==> config.mk <==
export PLATFORM = sky130hd
export DESIGN_NAME = pio_timing_calc
export DESIGN_NICKNAME = d
export VERILOG_FILES = /design/src/rtl/pio_calc_pkg.sv /design/src/rtl/pio_mode_table.sv /design/src/rtl/pio_ns_to_cyc.sv /design/src/rtl/pio_scale_ctrl.sv /design/src/rtl/pio_timing_calc.sv
export SDC_FILE = /design/constraint.sdc
export NUM_CORES = 1
export LEC_CHECK = 0
export BUFFER_PORTS_ARGS = -buffer_cell sky130_fd_sc_hd__buf_2
export CORE_ASPECT_RATIO = 1.5
export CORE_UTILIZATION = 25
export CTS_CLUSTER_DIAMETER = 120
export DETAILED_ROUTE_END_ITERATION = 8
export PLACE_DENSITY = 0.47
export REMOVE_ABC_BUFFERS = 1
export SYNTH_ARGS = -nofsm -noshare
export SYNTH_HDL_FRONTEND = slang
export SYNTH_SLANG_ARGS = --single-unit
==> constraint.sdc <==
create_clock -name clk -period 14 [get_ports clk]
set_clock_uncertainty 0.1 [all_clocks]
set_input_delay 2.8 -clock clk [delete_from_list [all_inputs] [get_ports clk]]
set_output_delay 2.8 -clock clk [all_outputs]
set_load 0.03 [all_outputs]
==> src/rtl/pio_calc_pkg.sv <==
package pio_calc_pkg;
  localparam int NS_W   = 8;
  localparam int MODE_W = 3;
  localparam int NPARAM = 3;
  localparam int LOG_W  = 5;

  localparam int IDX_SETUP  = 0;
  localparam int IDX_STROBE = 1;
  localparam int IDX_HOLD   = 2;

  typedef enum logic [1:0] {
    ST_IDLE  = 2'd0,
    ST_CONV  = 2'd1,
    ST_SCALE = 2'd2
  } calc_state_e;

  typedef struct packed {
    logic [NS_W-1:0] setup_ns;
    logic [NS_W-1:0] strobe_ns;
    logic [NS_W-1:0] hold_ns;
    logic            iordy_en;
  } mode_ns_t;

  // Sequencer multiplier code from log2 of the multiplier.
  function automatic logic [1:0] mult_code(input logic [LOG_W-1:0] lg);
    case (lg)
      5'd0:    return 2'b01;
      5'd1:    return 2'b10;
      5'd2:    return 2'b00;
      default: return 2'b11;
    endcase
  endfunction
endpackage

==> src/rtl/pio_mode_table.sv <==
module pio_mode_table
  import pio_calc_pkg::*;
(
  input  logic [MODE_W-1:0] mode,
  output mode_ns_t          entry
);
  always_comb begin
    case (mode)
      3'd1:    entry = '{setup_ns: 8'd50, strobe_ns: 8'd125, hold_ns: 8'd15, iordy_en: 1'b1};
      3'd2:    entry = '{setup_ns: 8'd30, strobe_ns: 8'd100, hold_ns: 8'd10, iordy_en: 1'b1};
      3'd3:    entry = '{setup_ns: 8'd30, strobe_ns: 8'd80,  hold_ns: 8'd10, iordy_en: 1'b1};
      3'd4:    entry = '{setup_ns: 8'd25, strobe_ns: 8'd70,  hold_ns: 8'd10, iordy_en: 1'b1};
      3'd5:    entry = '{setup_ns: 8'd15, strobe_ns: 8'd65,  hold_ns: 8'd10, iordy_en: 1'b0};
      3'd6:    entry = '{setup_ns: 8'd10, strobe_ns: 8'd55,  hold_ns: 8'd10, iordy_en: 1'b0};
      default: entry = '{setup_ns: 8'd70, strobe_ns: 8'd165, hold_ns: 8'd20, iordy_en: 1'b1}; // mode 0 and 7
    endcase
  end
endmodule

==> src/rtl/pio_ns_to_cyc.sv <==
module pio_ns_to_cyc #(
  parameter int CPU   = 600,
  parameter int NS_W  = 8,
  parameter int CYC_W = 8
) (
  input  logic [NS_W-1:0]  ns,
  output logic [CYC_W-1:0] cyc
);
  localparam int PROD_W = NS_W + $clog2(CPU + 1) + 10;

  logic [PROD_W-1:0] prod;
  logic [PROD_W-1:0] ceil_q;

  always_comb begin
    prod   = PROD_W'(ns) * PROD_W'(CPU);
    ceil_q = (prod + PROD_W'(999)) / PROD_W'(1000);
    if (ceil_q == '0) cyc = '0;
    else              cyc = CYC_W'(ceil_q - PROD_W'(1)); // minus-one form
  end

  always_comb begin
    if (ns != '0) assert (ceil_q != '0); // nonzero time never rounds to zero cycles
  end
endmodule

==> src/rtl/pio_scale_ctrl.sv <==
module pio_scale_ctrl
  import pio_calc_pkg::*;
#(
  parameter int CYC_W   = 8,
  parameter int FIELD_W = 6
) (
  input  logic                 clk,
  input  logic                 rst_n,
  input  logic                 req_valid,
  input  logic [MODE_W-1:0]    req_mode,
  output logic                 req_ready,
  output logic [MODE_W-1:0]    mode_q,
  input  logic [CYC_W-1:0]     conv_cyc [NPARAM],
  input  logic                 conv_iordy,
  output logic [CYC_W-1:0]     work     [NPARAM],
  output logic                 iordy_q,
  output logic [LOG_W-1:0]     mult_log,
  output logic                 done
);
  localparam logic [CYC_W-1:0] LIMIT = CYC_W'(1) << FIELD_W;

  calc_state_e state;
  logic        too_wide;

  assign too_wide  = (work[IDX_STROBE] >= LIMIT);
  assign req_ready = (state == ST_IDLE);

  always_ff @(posedge clk or negedge rst_n) begin
    if (!rst_n) begin
      state    <= ST_IDLE;
      mode_q   <= '0;
      iordy_q  <= 1'b0;
      mult_log <= '0;
      done     <= 1'b0;
      for (int i = 0; i < NPARAM; i++) work[i] <= '0;
    end else begin
      done <= 1'b0;
      case (state)
        ST_IDLE: begin
          if (req_valid) begin
            mode_q <= req_mode;
            state  <= ST_CONV;
          end
        end
        ST_CONV: begin
          for (int i = 0; i < NPARAM; i++) work[i] <= conv_cyc[i];
          iordy_q  <= conv_iordy;
          mult_log <= '0;
          state    <= ST_SCALE;
        end
        ST_SCALE: begin
          if (too_wide) begin
            for (int i = 0; i < NPARAM; i++)
              work[i] <= CYC_W'(({1'b0, work[i]} + (CYC_W+1)'(1)) >> 1);
            mult_log <= mult_log + LOG_W'(1);
          end else begin
            done  <= 1'b1;
            state <= ST_IDLE;
          end
        end
        default: state <= ST_IDLE;
      endcase
    end
  end

  AST_DONE_ONE_CYCLE: assert property (@(posedge clk) disable iff (!rst_n)
    done |=> !done);
  AST_FIT_AT_DONE: assert property (@(posedge clk) disable iff (!rst_n)
    done |-> (work[IDX_STROBE] < LIMIT));
  AST_HALVE_DOUBLES: assert property (@(posedge clk) disable iff (!rst_n)
    (state == ST_SCALE && too_wide) |=> (mult_log == $past(mult_log) + LOG_W'(1)));
  AST_BUSY_KEEPS_MODE: assert property (@(posedge clk) disable iff (!rst_n)
    (state != ST_IDLE) |=> $stable(mode_q));
  AST_READY_AT_DONE: assert property (@(posedge clk) disable iff (!rst_n)
    done |-> req_ready);
  AST_RESULT_HELD: assert property (@(posedge clk) disable iff (!rst_n)
    (state == ST_IDLE && !req_valid) |=> $stable(work[IDX_STROBE]) && $stable(mult_log));
endmodule

==> src/rtl/pio_timing_calc.sv <==
module pio_timing_calc
  import pio_calc_pkg::*;
#(
  parameter int unsigned CLK_HZ  = 600_000_000,
  parameter int          FIELD_W = 6
) (
  input  logic               clk,
  input  logic               rst_n,
  input  logic               req_valid,
  output logic               req_ready,
  input  logic [MODE_W-1:0]  req_mode,
  output logic               res_done,
  output logic [FIELD_W-1:0] res_setup,
  output logic [FIELD_W-1:0] res_strobe,
  output logic [FIELD_W-1:0] res_hold,
  output logic               res_iordy,
  output logic [1:0]         res_mult_code
);
  localparam longint unsigned CPU_L = (64'(CLK_HZ) + 64'd999_999) / 64'd1_000_000;
  localparam int CPU     = int'(CPU_L);
  localparam int CYC_RAW = $clog2(((1 << NS_W) - 1) * CPU / 1000 + 2);
  localparam int CYC_W   = (CYC_RAW > FIELD_W) ? CYC_RAW : FIELD_W + 1;

  logic [MODE_W-1:0] mode_q;
  mode_ns_t          entry;
  logic [NS_W-1:0]   ns_arr   [NPARAM];
  logic [CYC_W-1:0]  conv_cyc [NPARAM];
  logic [CYC_W-1:0]  work     [NPARAM];
  logic [LOG_W-1:0]  mult_log;

  pio_mode_table u_table (
    .mode  (mode_q),
    .entry (entry)
  );

  assign ns_arr[IDX_SETUP]  = entry.setup_ns;
  assign ns_arr[IDX_STROBE] = entry.strobe_ns;
  assign ns_arr[IDX_HOLD]   = entry.hold_ns;

  for (genvar g = 0; g < NPARAM; g++) begin : g_conv
    pio_ns_to_cyc #(
      .CPU   (CPU),
      .NS_W  (NS_W),
      .CYC_W (CYC_W)
    ) u_conv (
      .ns  (ns_arr[g]),
      .cyc (conv_cyc[g])
    );
  end

  pio_scale_ctrl #(
    .CYC_W   (CYC_W),
    .FIELD_W (FIELD_W)
  ) u_ctrl (
    .clk        (clk),
    .rst_n      (rst_n),
    .req_valid  (req_valid),
    .req_mode   (req_mode),
    .req_ready  (req_ready),
    .mode_q     (mode_q),
    .conv_cyc   (conv_cyc),
    .conv_iordy (entry.iordy_en),
    .work       (work),
    .iordy_q    (res_iordy),
    .mult_log   (mult_log),
    .done       (res_done)
  );

  assign res_setup     = FIELD_W'(work[IDX_SETUP]);
  assign res_strobe    = FIELD_W'(work[IDX_STROBE]);
  assign res_hold      = FIELD_W'(work[IDX_HOLD]);
  assign res_mult_code = mult_code(mult_log);

  AST_ORDER_KEPT: assert property (@(posedge clk) disable iff (!rst_n)
    res_done |-> (work[IDX_SETUP] <= work[IDX_STROBE]) && (work[IDX_HOLD] <= work[IDX_STROBE]));
  AST_FAST_NO_IORDY: assert property (@(posedge clk) disable iff (!rst_n)
    (res_done && (mode_q == 3'd5 || mode_q == 3'd6)) |-> !res_iordy);
  AST_CODE_FIRST: assert property (@(posedge clk) disable iff (!rst_n)
    (res_done && work[IDX_STROBE] >= CYC_W'(1 << (FIELD_W - 1)) && mult_log == '0) |-> (res_mult_code == 2'b01));
endmodule

**After elaboration in Yosys (flattened, before gate mapping)**

Index checks and enable logic that the tools add are counted.

- $add $sub $neg: 10
- Multiply operators: 3
- Divide/modulo/power cells: 3
- Magnitude comparators: 1
- Equality and inequality tests: 13
- Mux-type cells: 14
- Reduce and logical (&&, ||, !) cells: 9

Operators by type and width:

| operator | count |
|---|---|
| case mux 24 bit (6 select lines) | 1 |
| divider 28 x 10 -> 28 bit (second input constant) | 3 |
| logical NOT 28 bit | 3 |
| adder 18 x 10 -> 19 bit (second input constant) | 3 |
| case mux 24 bit (2 select lines) | 1 |
| multiplier 8 x 7 -> 15 bit (second input constant) | 2 |
| adder 8 x 1 -> 9 bit (second input constant) | 3 |
| 2-to-1 mux 24 bit | 1 |
| 2-to-1 mux 8 bit | 3 |
| subtractor 8 x 1 -> 8 bit (second input constant) | 3 |
| multiplier 7 x 7 -> 14 bit (second input constant) | 1 |
| case mux 2 bit (3 select lines) | 2 |
| case mux 5 bit (2 select lines) | 1 |
| == test 3 bit (second input constant) | 3 |
| >= comparator 8 x 7 -> 1 bit (second input constant) | 1 |
| == test 3 x 2 -> 1 bit (second input constant) | 2 |
| AND reduction 2 bit | 3 |
| adder 5 x 1 -> 5 bit (second input constant) | 1 |
| == test 5 x 1 -> 1 bit (second input constant) | 1 |
| == test 5 x 2 -> 1 bit (second input constant) | 1 |
| logical NOT 5 bit | 1 |
| 2-to-1 mux 5 bit | 1 |
| 2-to-1 mux 2 bit | 2 |
| != test 2 bit (second input constant) | 2 |
| 7 further kinds | 8 |

- Flip-flop bits (word level): 36
- Input bits: 6
- Output and inout port bits: 23
- Word-level logic and storage cells: 61

**Logic depth before layout (Yosys ltp)**

Gate-level depths: netlist of the first run.

- Word-level depth: 8
- Mapped depth: 57
- Mapped depth without buffers: 52

**Cells and area by module**

From an unflattened synthesis of the first run, not the netlist that was laid out.

- Cell total of the unflattened synthesis: 1921
- Area, all modules: 15004.4 µm²

Modules (own cells, without submodules):

| module | times used | cells an instance | area each (µm²) | seq. area each (µm²) |
|---|---|---|---|---|
| pio_ns_to_cyc | 3 | 556 | 4226.6 | 0.0 |
| pio_scale_ctrl | 1 | 214 | 2059.5 | 900.9 |
| pio_mode_table | 1 | 36 | 241.5 | 0.0 |
| pio_timing_calc | 1 | 3 | 23.8 | 0.0 |

**Worst setup path after synthesis of the first run**

Ideal clock, no wire load.

- Path kind: register -> register
- From: reg u_ctrl.mode_q[0]
- To: reg u_ctrl.work[13] in the netlist's numbering
- Setup time: 0.069 ns
- Arrival: 12.058 ns
- Required time: 13.831 ns
- Slack: 1.773 ns
- Cell stages (with the launch flop): 51
- Buffers on the path: 4
- Clock period less this slack: 12.227 ns
- Cell sequence: dfrtp_1 -> inv_1 -> ha_1 -> nor2_1 -> nand3_1 -> clkinv_1 -> nor2_1 -> nand2_1 -> ha_1 -> ha_1 -> inv_1 -> fa_1 -> inv_1 -> ha_1 -> buf_2 -> a21o_1 -> a221oi_4 -> xnor2_2 -> [... 15 more ...] -> and4_1 -> clkbuf_1 -> mux2_2 -> a21oi_2 -> o31a_1 -> buf_6 -> mux2i_1 -> and4b_4 -> nor2_4 -> mux2i_1 -> a22oi_2 -> nor4_4 -> nor3_1 -> ha_1 -> a31oi_1 -> nand2_1 -> or4_1 -> nand3_1

- Longest elaborated chain between the ends: 8
- Elaborated cells on any way between the ends: 14
- Classes of those cells: 2 x add/sub; 1 x mul; 1 x div; 6 x eq/ne; 3 x mux; 1 x reduce/logical

RTL lines:

| item | RTL line | source |
|---|---|---|
| start: declaration | pio_scale_ctrl.sv:12 | `output logic [MODE_W-1:0] mode_q,` |
| start signal: assignment | pio_scale_ctrl.sv:41 | `mode_q <= req_mode;` |
| == test 3 bit (tied with other cells) | pio_mode_table.sv:8 | `case (mode)` |
| case mux 24 bit (6 select lines) * | pio_mode_table.sv:8 |  |
| multiplier 8 x 7 -> 15 bit * | pio_ns_to_cyc.sv:15 | `prod = PROD_W'(ns) * PROD_W'(CPU);` |
| adder 18 x 10 -> 19 bit * | pio_ns_to_cyc.sv:16 | `ceil_q = (prod + PROD_W'(999)) / PROD_W'(1000);` |
| divider 28 x 10 -> 28 bit * | pio_ns_to_cyc.sv:16 |  |
| subtractor 8 x 1 -> 8 bit / logical NOT 28 bit (equally long branches) | pio_ns_to_cyc.sv:18, pio_ns_to_cyc.sv:17 |  |
| 2-to-1 mux 8 bit * | pio_ns_to_cyc.sv:17 | `if (ceil_q == '0) cyc = '0;` |
| case mux 24 bit (2 select lines) * | pio_scale_ctrl.sv:38 | `case (state)` |
| end signal: indexed assignment | pio_scale_ctrl.sv:54 | `work[i] <= CYC_W'(({1'b0, work[i]} + (CYC_W+1)'(1)) >> 1);` |
| end: declaration | pio_scale_ctrl.sv:15 | `output logic [CYC_W-1:0] work [NPARAM],` |

Mark *: on every way between the ends. The rest lies on a longest branch, timed or not.
A chain may end at the register's enable or synchronous reset.

**Final worst setup path of the first run**

- From: reg u_ctrl.mode_q[0]
- To: reg u_ctrl.work[16] in the netlist's numbering

- Longest elaborated chain between the ends: 8
- Elaborated cells on any way between the ends: 14
- Classes of those cells: 2 x add/sub; 1 x mul; 1 x div; 6 x eq/ne; 3 x mux; 1 x reduce/logical

RTL lines:

| item | RTL line |
|---|---|
| == test 3 bit (tied with other cells) | pio_mode_table.sv:8 |
| case mux 24 bit (6 select lines) * | pio_mode_table.sv:8 |
| multiplier 7 x 7 -> 14 bit * | pio_ns_to_cyc.sv:15 |
| adder 18 x 10 -> 19 bit * | pio_ns_to_cyc.sv:16 |
| divider 28 x 10 -> 28 bit * | pio_ns_to_cyc.sv:16 |
| subtractor 8 x 1 -> 8 bit / logical NOT 28 bit (equally long branches) | pio_ns_to_cyc.sv:18, pio_ns_to_cyc.sv:17 |
| 2-to-1 mux 8 bit * | pio_ns_to_cyc.sv:17 |
| case mux 24 bit (2 select lines) * | pio_scale_ctrl.sv:38 |

Marked as above.

==> results of run 1 <==
-- sequential cells by signal (all words and copies together), names as in the netlist --
signal,count
u_ctrl.iordy_q,1
u_ctrl.work,24
u_ctrl.state,2
u_ctrl.mode_q,3
u_ctrl.mult_log,5
u_ctrl.done,1
-- worst max-delay path: cells and delay by family, from the launching register on --
family | cells | cell delay [ns]
xor gates and xnor gates | 2 | 0.50
DFF | 1 | 0.55
buffers and inverters | 7 | 0.91
AOI/OAI and AO/OA | 15 | 4.08
adders and majority gates | 9 | 2.65
and+or+nand+nor | 17 | 4.17
-- what timing repair did --
action | in CTS | in global routing
gates resized for setup | 0 | 15
endpoints found under the setup margin | 0 | 15
buffers inserted | 0 | 3
-- path summary, 6_finish.rpt --
kind | cells after the start | start | endpoint | slack, ns
worst max-delay path | 50 | u_ctrl.mode_q[0] | u_ctrl.work[16] | 0.90
worst min-delay path | 1 | u_ctrl.mult_log[3] | u_ctrl.mult_log[3] | 0.42
worst max register to register | 50 | u_ctrl.mode_q[0] | u_ctrl.work[16] | 0.90
worst min register to register | 1 | u_ctrl.mult_log[3] | u_ctrl.mult_log[3] | 0.42
max in group asynchronous | 1 | rst_n | u_ctrl.work[10] | 10.73
min in group asynchronous | 1 | rst_n | u_ctrl.work[19] | 2.52
-- per-stage QoR --
| step | setup TNS [ns] | setup WS [ns] | cell area (µm²) | util | std cells |
|---|---|---|---|---|---|
| 2_1_floorplan | 0 | 1.22 | 10800 | - | 1472 |
| 3_3_place_gp | 0 | 0.533 | 12000 | 0.271 | 2116 |
| 3_5_place_dp | 0 | 0.433 | 12000 | 0.271 | 2116 |
| 4_1_cts | 0 | 0.371 | 12100 | 0.275 | 2124 |
| 5_1_grt | -0.0140 | -0.0140 | 12200 | 0.277 | 2127 |
| 6_report | 0 | 0.897 | 12200 | 0.277 | 2127 |
-- Yosys cell counts, types with 12 or more instances --
cell type,number,share of area
sky130_fd_sc_hd__a211oi_1,17,0.011
sky130_fd_sc_hd__a21o_1,23,0.015
sky130_fd_sc_hd__a21oi_1,86,0.038
sky130_fd_sc_hd__a221oi_1,13,0.010
sky130_fd_sc_hd__a31oi_1,25,0.014
sky130_fd_sc_hd__and2_1,31,0.017
sky130_fd_sc_hd__and3_1,16,0.0089
sky130_fd_sc_hd__buf_2,16,0.0071
sky130_fd_sc_hd__buf_4,21,0.014
sky130_fd_sc_hd__clkbuf_1,36,0.012
sky130_fd_sc_hd__dfrtp_1,36,0.080
sky130_fd_sc_hd__ha_1,79,0.088
sky130_fd_sc_hd__inv_1,60,0.020
sky130_fd_sc_hd__mux2i_1,25,0.022
sky130_fd_sc_hd__nand2_1,152,0.051
sky130_fd_sc_hd__nand2b_1,19,0.011
sky130_fd_sc_hd__nand3_1,58,0.026
sky130_fd_sc_hd__nand4_1,24,0.013
sky130_fd_sc_hd__nor2_1,144,0.048
sky130_fd_sc_hd__nor3_1,55,0.025
sky130_fd_sc_hd__nor4_1,15,0.0084
sky130_fd_sc_hd__o211ai_1,18,0.012
sky130_fd_sc_hd__o21a_1,12,0.0080
sky130_fd_sc_hd__o21ai_0,87,0.039
sky130_fd_sc_hd__o21ai_1,16,0.0071
sky130_fd_sc_hd__o31ai_1,14,0.0094
sky130_fd_sc_hd__or2_2,16,0.0089
sky130_fd_sc_hd__or3_1,23,0.013
sky130_fd_sc_hd__xnor2_1,91,0.071
sky130_fd_sc_hd__xor2_1,35,0.027
-- placed cells by master (no fill, tap or decap), types with 19 or more instances in the layout --
cell,count
sky130_fd_sc_hd__a21o_1,23
sky130_fd_sc_hd__a21oi_1,84
sky130_fd_sc_hd__a31oi_1,25
sky130_fd_sc_hd__and2_1,31
sky130_fd_sc_hd__buf_2,28
sky130_fd_sc_hd__buf_4,43
sky130_fd_sc_hd__dfrtp_1,36
sky130_fd_sc_hd__ha_1,78
sky130_fd_sc_hd__inv_1,60
sky130_fd_sc_hd__mux2i_1,24
sky130_fd_sc_hd__nand2_1,150
sky130_fd_sc_hd__nand2b_1,19
sky130_fd_sc_hd__nand3_1,58
sky130_fd_sc_hd__nand4_1,24
sky130_fd_sc_hd__nor2_1,144
sky130_fd_sc_hd__nor3_1,54
sky130_fd_sc_hd__o21ai_0,86
sky130_fd_sc_hd__or3_1,23
sky130_fd_sc_hd__xnor2_1,90
sky130_fd_sc_hd__xor2_1,35
-- cell families after synthesis --
family / after synthesis / synth area share
multiplexers: 34 / 0.0330
XOR/XNOR: 131 / 0.106
buffers and inverters: 140 / 0.0577
flip-flops: 36 / 0.0804
AO/OA/AOI/OAI: 494 / 0.330
AND/OR/NAND/NOR: 626 / 0.290
adder cells (fa/ha/maj): 87 / 0.102
-- layout make-up --
| class | count | area share |
|---|---|---|
| multi-input cells | 1372 | 0.796 |
| flip-flops and latches | 36 | 0.0737 |
| well taps | 576 | 0.0589 |
| repair buffers | 71 | 0.0379 |
| inverters | 64 | 0.0196 |
| clock buffers | 5 | 0.0102 |
| clock inverters | 3 | 0.00348 |
-- layer usage --
layer,global-route usage,vias up,routed length [µm]
li1,-,5809,-
met1,0.179,5679,15700
met2,0.341,218,21400
met3,0.00755,77,659
met4,0.0592,0,1280
met5,0,-,0
==> results.txt, run 1 <==
1st-pass router iterations - 5
detailed-route wire length per cell - 18.3 µm
ANT nets after route - 0
instance count of the mapped netlist - 1548
HPWL after DPL - 32400 µm
layout-stage area growth over the synthesis result - 9.07%
most common cell type on the critical path - sky130_fd_sc_hd__ha_1
global-route wire length before repair - 62200 µm
DRT iter0 DRCs - 666
Max Freq - 76.3 MHz
total number of yosys warnings - 0
clock latency on the worst-skew pair - 0.28 ns
sum of overflow across all layers after global routing - 0
stage delay of the slowest cell on the critical path - 0.58 ns
CTS Buf Count - 5
Total Wirelength - 39000 µm
path type of the worst setup path - reg2reg
H-tree level count - 2
via-per-instance ratio - 5.54
antenna violations before repair - 0
status - finished, final reports clean
post-route fraction of the period consumed by the critical path - 0.936
count of port buffers added during placement - 28
Slew Limit Headroom - 0.416
Setup Viol. Count Final - 0
Arrival @ worst endpoint - 13.19 ns
Final Max Slew Viols - 0
cell at the slowest stage of the critical path - sky130_fd_sc_hd__or4_1
sequential element share of the synthesized area - 0.0804
proportion of layout cells with a drive suffix above 1 - 0.124
final critical-path required period - 13.10 ns
CP Data Required Time - 14.09 ns
Die Outline Area - 0.0457 mm²
die width - 175 µm
count of vias placed by the detailed router - 11800
sequential cell area - 901 µm²
floorplan row count - 94
worst hold slack across all endpoints - 0.424 ns
synthesized area divided by synthesized cell count - 7.24 µm²
transition time of the tightest slew-check pin - 0.869 ns
clock tree root driver cell - sky130_fd_sc_hd__clkbuf_16
hold buffer count at CTS - 0
antenna cell count - 0
pin count of the biggest net entering global routing - 37
final-stage net count - 1643
Hold WC Path Type - reg2reg
most used flip-flop cell after synthesis - sky130_fd_sc_hd__dfrtp_1
CP endpoint kind - flip-flop
startpoint type of the worst setup path - flip-flop
clock transition time at the flip-flop clock pins of the worst setup and hold paths - 0.06 ns
number of different library cells in the post-synthesis netlist - 125
Crit Path Max Fanout - 14
via count of the first global-routing pass - 11700
number of ports placed on the die boundary - 29
worst-case clock buffer depth - 2
area of the multi-input gates - 0.00973 mm²
DRC errors left - 0
Final Hold Vio Count - 0
async set or reset register ratio after synthesis - 1.00
combined area of all synthesized cells - 0.0112 mm²
clock sink total - 36
global-route total usage across every layer - 0.167
die height - 261 µm
initial core utilization - 0.254
EDFF count, synth - 0
Fillers - 4859
Max Cap Viol - 0
routability cong. - 0.927
core outline area - 0.0441 mm²
TritonCTS clock tree - built
Yosys reg bits - 36
Power of run 1 is not shown: default switching activity piles up to over one toggle a cycle in this logic, so the estimate is an artifact.
==> run 2, diff against run 1 <==
--- a/config.mk
+++ b/config.mk
@@ -10,7 +10,7 @@
 export CORE_UTILIZATION = 25
 export CTS_CLUSTER_DIAMETER = 120
 export DETAILED_ROUTE_END_ITERATION = 8
-export PLACE_DENSITY = 0.47
+export PLACE_DENSITY = 0.36
 export REMOVE_ABC_BUFFERS = 1
 export SYNTH_ARGS = -nofsm -noshare
 export SYNTH_HDL_FRONTEND = slang
==> run 2 against run 1 <==
First-iteration DRC count fell by 13%. Sequential share of layout area fell by 0.053 points. Via count rose by 0.35%. Register-to-register slack barely moved. Sequential cell count did not move. Highest routed layer unchanged. Largest cell class unchanged. Critical endpoint is now u_ctrl.work[13].
==> results.txt, run 2 (synthesized netlist as in run 1, its figures left out) <==
area of the multi-input gates - 0.00970 mm² (-0.36%)
layout-stage area growth over the synthesis result - 10.0%
sum of overflow across all layers after global routing - 0 (unchanged)
cell at the slowest stage of the critical path - sky130_fd_sc_hd__a2111oi_0
1st-pass router iterations - 5 (unchanged)
startpoint type of the worst setup path - flip-flop
register name with the most flops - u_ctrl.work
Final Hold Vio Count - 0 (unchanged)
path type of the worst setup path - reg2reg
CTS Buf Count - 5 (unchanged)
status - finished, final reports clean
antenna cell count - 0 (unchanged)
routability cong. - 0.838 (-9.6%)
CP Data Required Time - 14.12 ns (+0.03 ns)
via count of the first global-routing pass - 12100 (+3.6%)
number of cells on the critical path - 45 (-10%)
core outline area - 0.0441 mm² (unchanged)
count of buffering cells on the critical path with inverters included - 5 (-2)
count of vias placed by the detailed router - 11800 (+0.35%)
H-tree level count - 2 (unchanged)
worst reg-to-reg setup slack - 0.90 ns (about the same)
Total Wirelength - 43400 µm (+11%)
clock sink total - 36 (unchanged)
die width - 175 µm (unchanged)
number of ports placed on the die boundary - 29 (unchanged)
source of the worst register-to-register timing path - u_ctrl.mode_q[1]
global-route total usage across every layer - 0.187 (+0.0197)
flip-flop count of the largest register after layout - 24 (unchanged)
Slew Limit Headroom - 0.363 (-0.0534)
DRT iter0 DRCs - 582 (-13%)
pin count of the biggest net entering global routing - 37 (unchanged)
CP endpoint kind - flip-flop
Fillers - 4944 (+1.7%)
Area after DPL - 0.0121 mm² (+1.3%)
worst-case clock buffer depth - 2 (unchanged)
count of port buffers added during placement - 28 (unchanged)
commonest non-fill, non-tap cells in the layout - 152 x sky130_fd_sc_hd__nand2_1, 143 x sky130_fd_sc_hd__nor2_1, 91 x sky130_fd_sc_hd__xnor2_1, 86 x sky130_fd_sc_hd__o21ai_0, 85 x sky130_fd_sc_hd__a21oi_1
Final Max Slew Viols - 0 (unchanged)
global-route wire length before repair - 68000 µm (+9.4%)
proportion of layout cells with a drive suffix above 1 - 0.131 (+0.00678)
startpoint of the worst setup timing path - u_ctrl.mode_q[1]
clock transition time at the flip-flop clock pins of the worst setup and hold paths - 0.06 ns (about the same)
post-route fraction of the period consumed by the critical path - 0.936 (about the same)
depth of the worst hold-timing path - 2 (+1)
unrepaired setup endpoints after global routing - false
total negative slack - 0 ns (unchanged)
Finished Cell Area - 0.0123 mm² (+0.86%)
clock latency on the worst-skew pair - 0.29 ns (about the same)
TritonCTS clock tree - built
Arrival @ worst endpoint - 13.22 ns (+0.03 ns)
Final Core Density - 0.280 (+0.00238)
Hold WC Path Type - reg2reg
Die Outline Area - 0.0457 mm² (unchanged)
Crit Path Max Fanout - 18 (+4)
Max Cap Viol - 0 (unchanged)
antenna violations before repair - 0 (unchanged)
via-per-instance ratio - 5.51 (-0.54%)
gate family responsible for the most delay along the worst path - compound AO/OA/AOI/OAI gates
largest registers - u_ctrl.work: 24 flops, u_ctrl.mult_log: 5 flops, u_ctrl.mode_q: 3 flops
hold buffer count at CTS - 0 (unchanged)
Setup Viol. Count Final - 0 (unchanged)
number of cell instances on the worst register-to-register path - 45 (-10%)
detailed-route wire length per cell - 20.2 µm (+10%)
final-stage net count - 1662 (+1.2%)
crit path to - u_ctrl.work[13]
clock tree root driver cell - sky130_fd_sc_hd__clkbuf_16
stage delay of the slowest cell on the critical path - 0.58 ns (about the same)
HPWL after DPL - 36300 µm (+12%)
transition time of the tightest slew-check pin - 0.949 ns (+0.0796 ns)
sequential cell area - 902 µm² (+0.14%)
die height - 261 µm (unchanged)
ANT nets after route - 0 (unchanged)
reg-to-reg endpoint - u_ctrl.work[13]
initial core utilization - 0.254 (unchanged)
Max Freq - 76.3 MHz (about the same)
floorplan row count - 94 (unchanged)
most common cell after layout, fill and taps aside - sky130_fd_sc_hd__nand2_1
final critical-path required period - 13.10 ns (-0.00338 ns)
DRC errors left - 0 (unchanged)
[run 2: cell count changes in the layout (fill, tap and decap cells not counted), sizes merged]
cell / previous run / this run
buf: 71 / 90
clkbuf: 5 / 6
clkinvlp: 1 / 0
[run 2: worst min path at each step]
| stage | end | slack, ns | start |
|---|---|---|---|
| floorplan | u_ctrl.mult_log[3] | 0.37 | u_ctrl.mult_log[3] |
| global route | u_ctrl.work[7] | 0.45 | u_ctrl.work[7] |
| finish | u_ctrl.iordy_q | 0.40 | u_ctrl.iordy_q |
| detailed placement | u_ctrl.iordy_q | 0.39 | u_ctrl.iordy_q |
| global placement | u_ctrl.iordy_q | 0.39 | u_ctrl.iordy_q |
| CTS | u_ctrl.iordy_q | 0.40 | u_ctrl.iordy_q |
[run 2: worst min-delay path: cells and delay by family (launching register included)]
kind            cells  cell delay, ns
compound gates      1            0.06
flops               1            0.35
simple gates        1            0.05
[run 2: repair_timing]
action | in CTS | in global routing
setup buffers | 0 | 2
hold endpoints to repair | 0 | 0
gates resized for setup | 0 | 9
setup endpoints to repair | 0 | 8
[run 2: through the flow]
stage / cells / hold slack [ns] / setup WS [ns]
floorplan: 1472 / 0.373 / 1.22
global placement: 2136 / 0.394 / 0.524
CTS: 2144 / 0.399 / 0.358
detailed placement: 2136 / 0.386 / 0.417
finish: 2146 / 0.398 / 0.900
global route: 2146 / 0.452 / 0.0253
[run 2: metal layers]
layer / GRT usage / up-vias / wire (µm)
met5: 0 / - / 0
li1: - / 5847 / -
met2: 0.388 / 174 / 24200
met4: 0.0674 / 0 / 1450
met1: 0.196 / 5736 / 17300
met3: 0.00465 / 67 / 556
[run 2: layout make-up]
type / instances / share of cell area
sequential: 36 / 0.0732
clock buffer: 6 / 0.0105
multi-input combinational: 1372 / 0.787
tap: 576 / 0.0584
inverter: 64 / 0.0195
clock inverter: 2 / 0.00284
timing repair buffer: 90 / 0.0491
Power of run 2 is left out for the same reason.
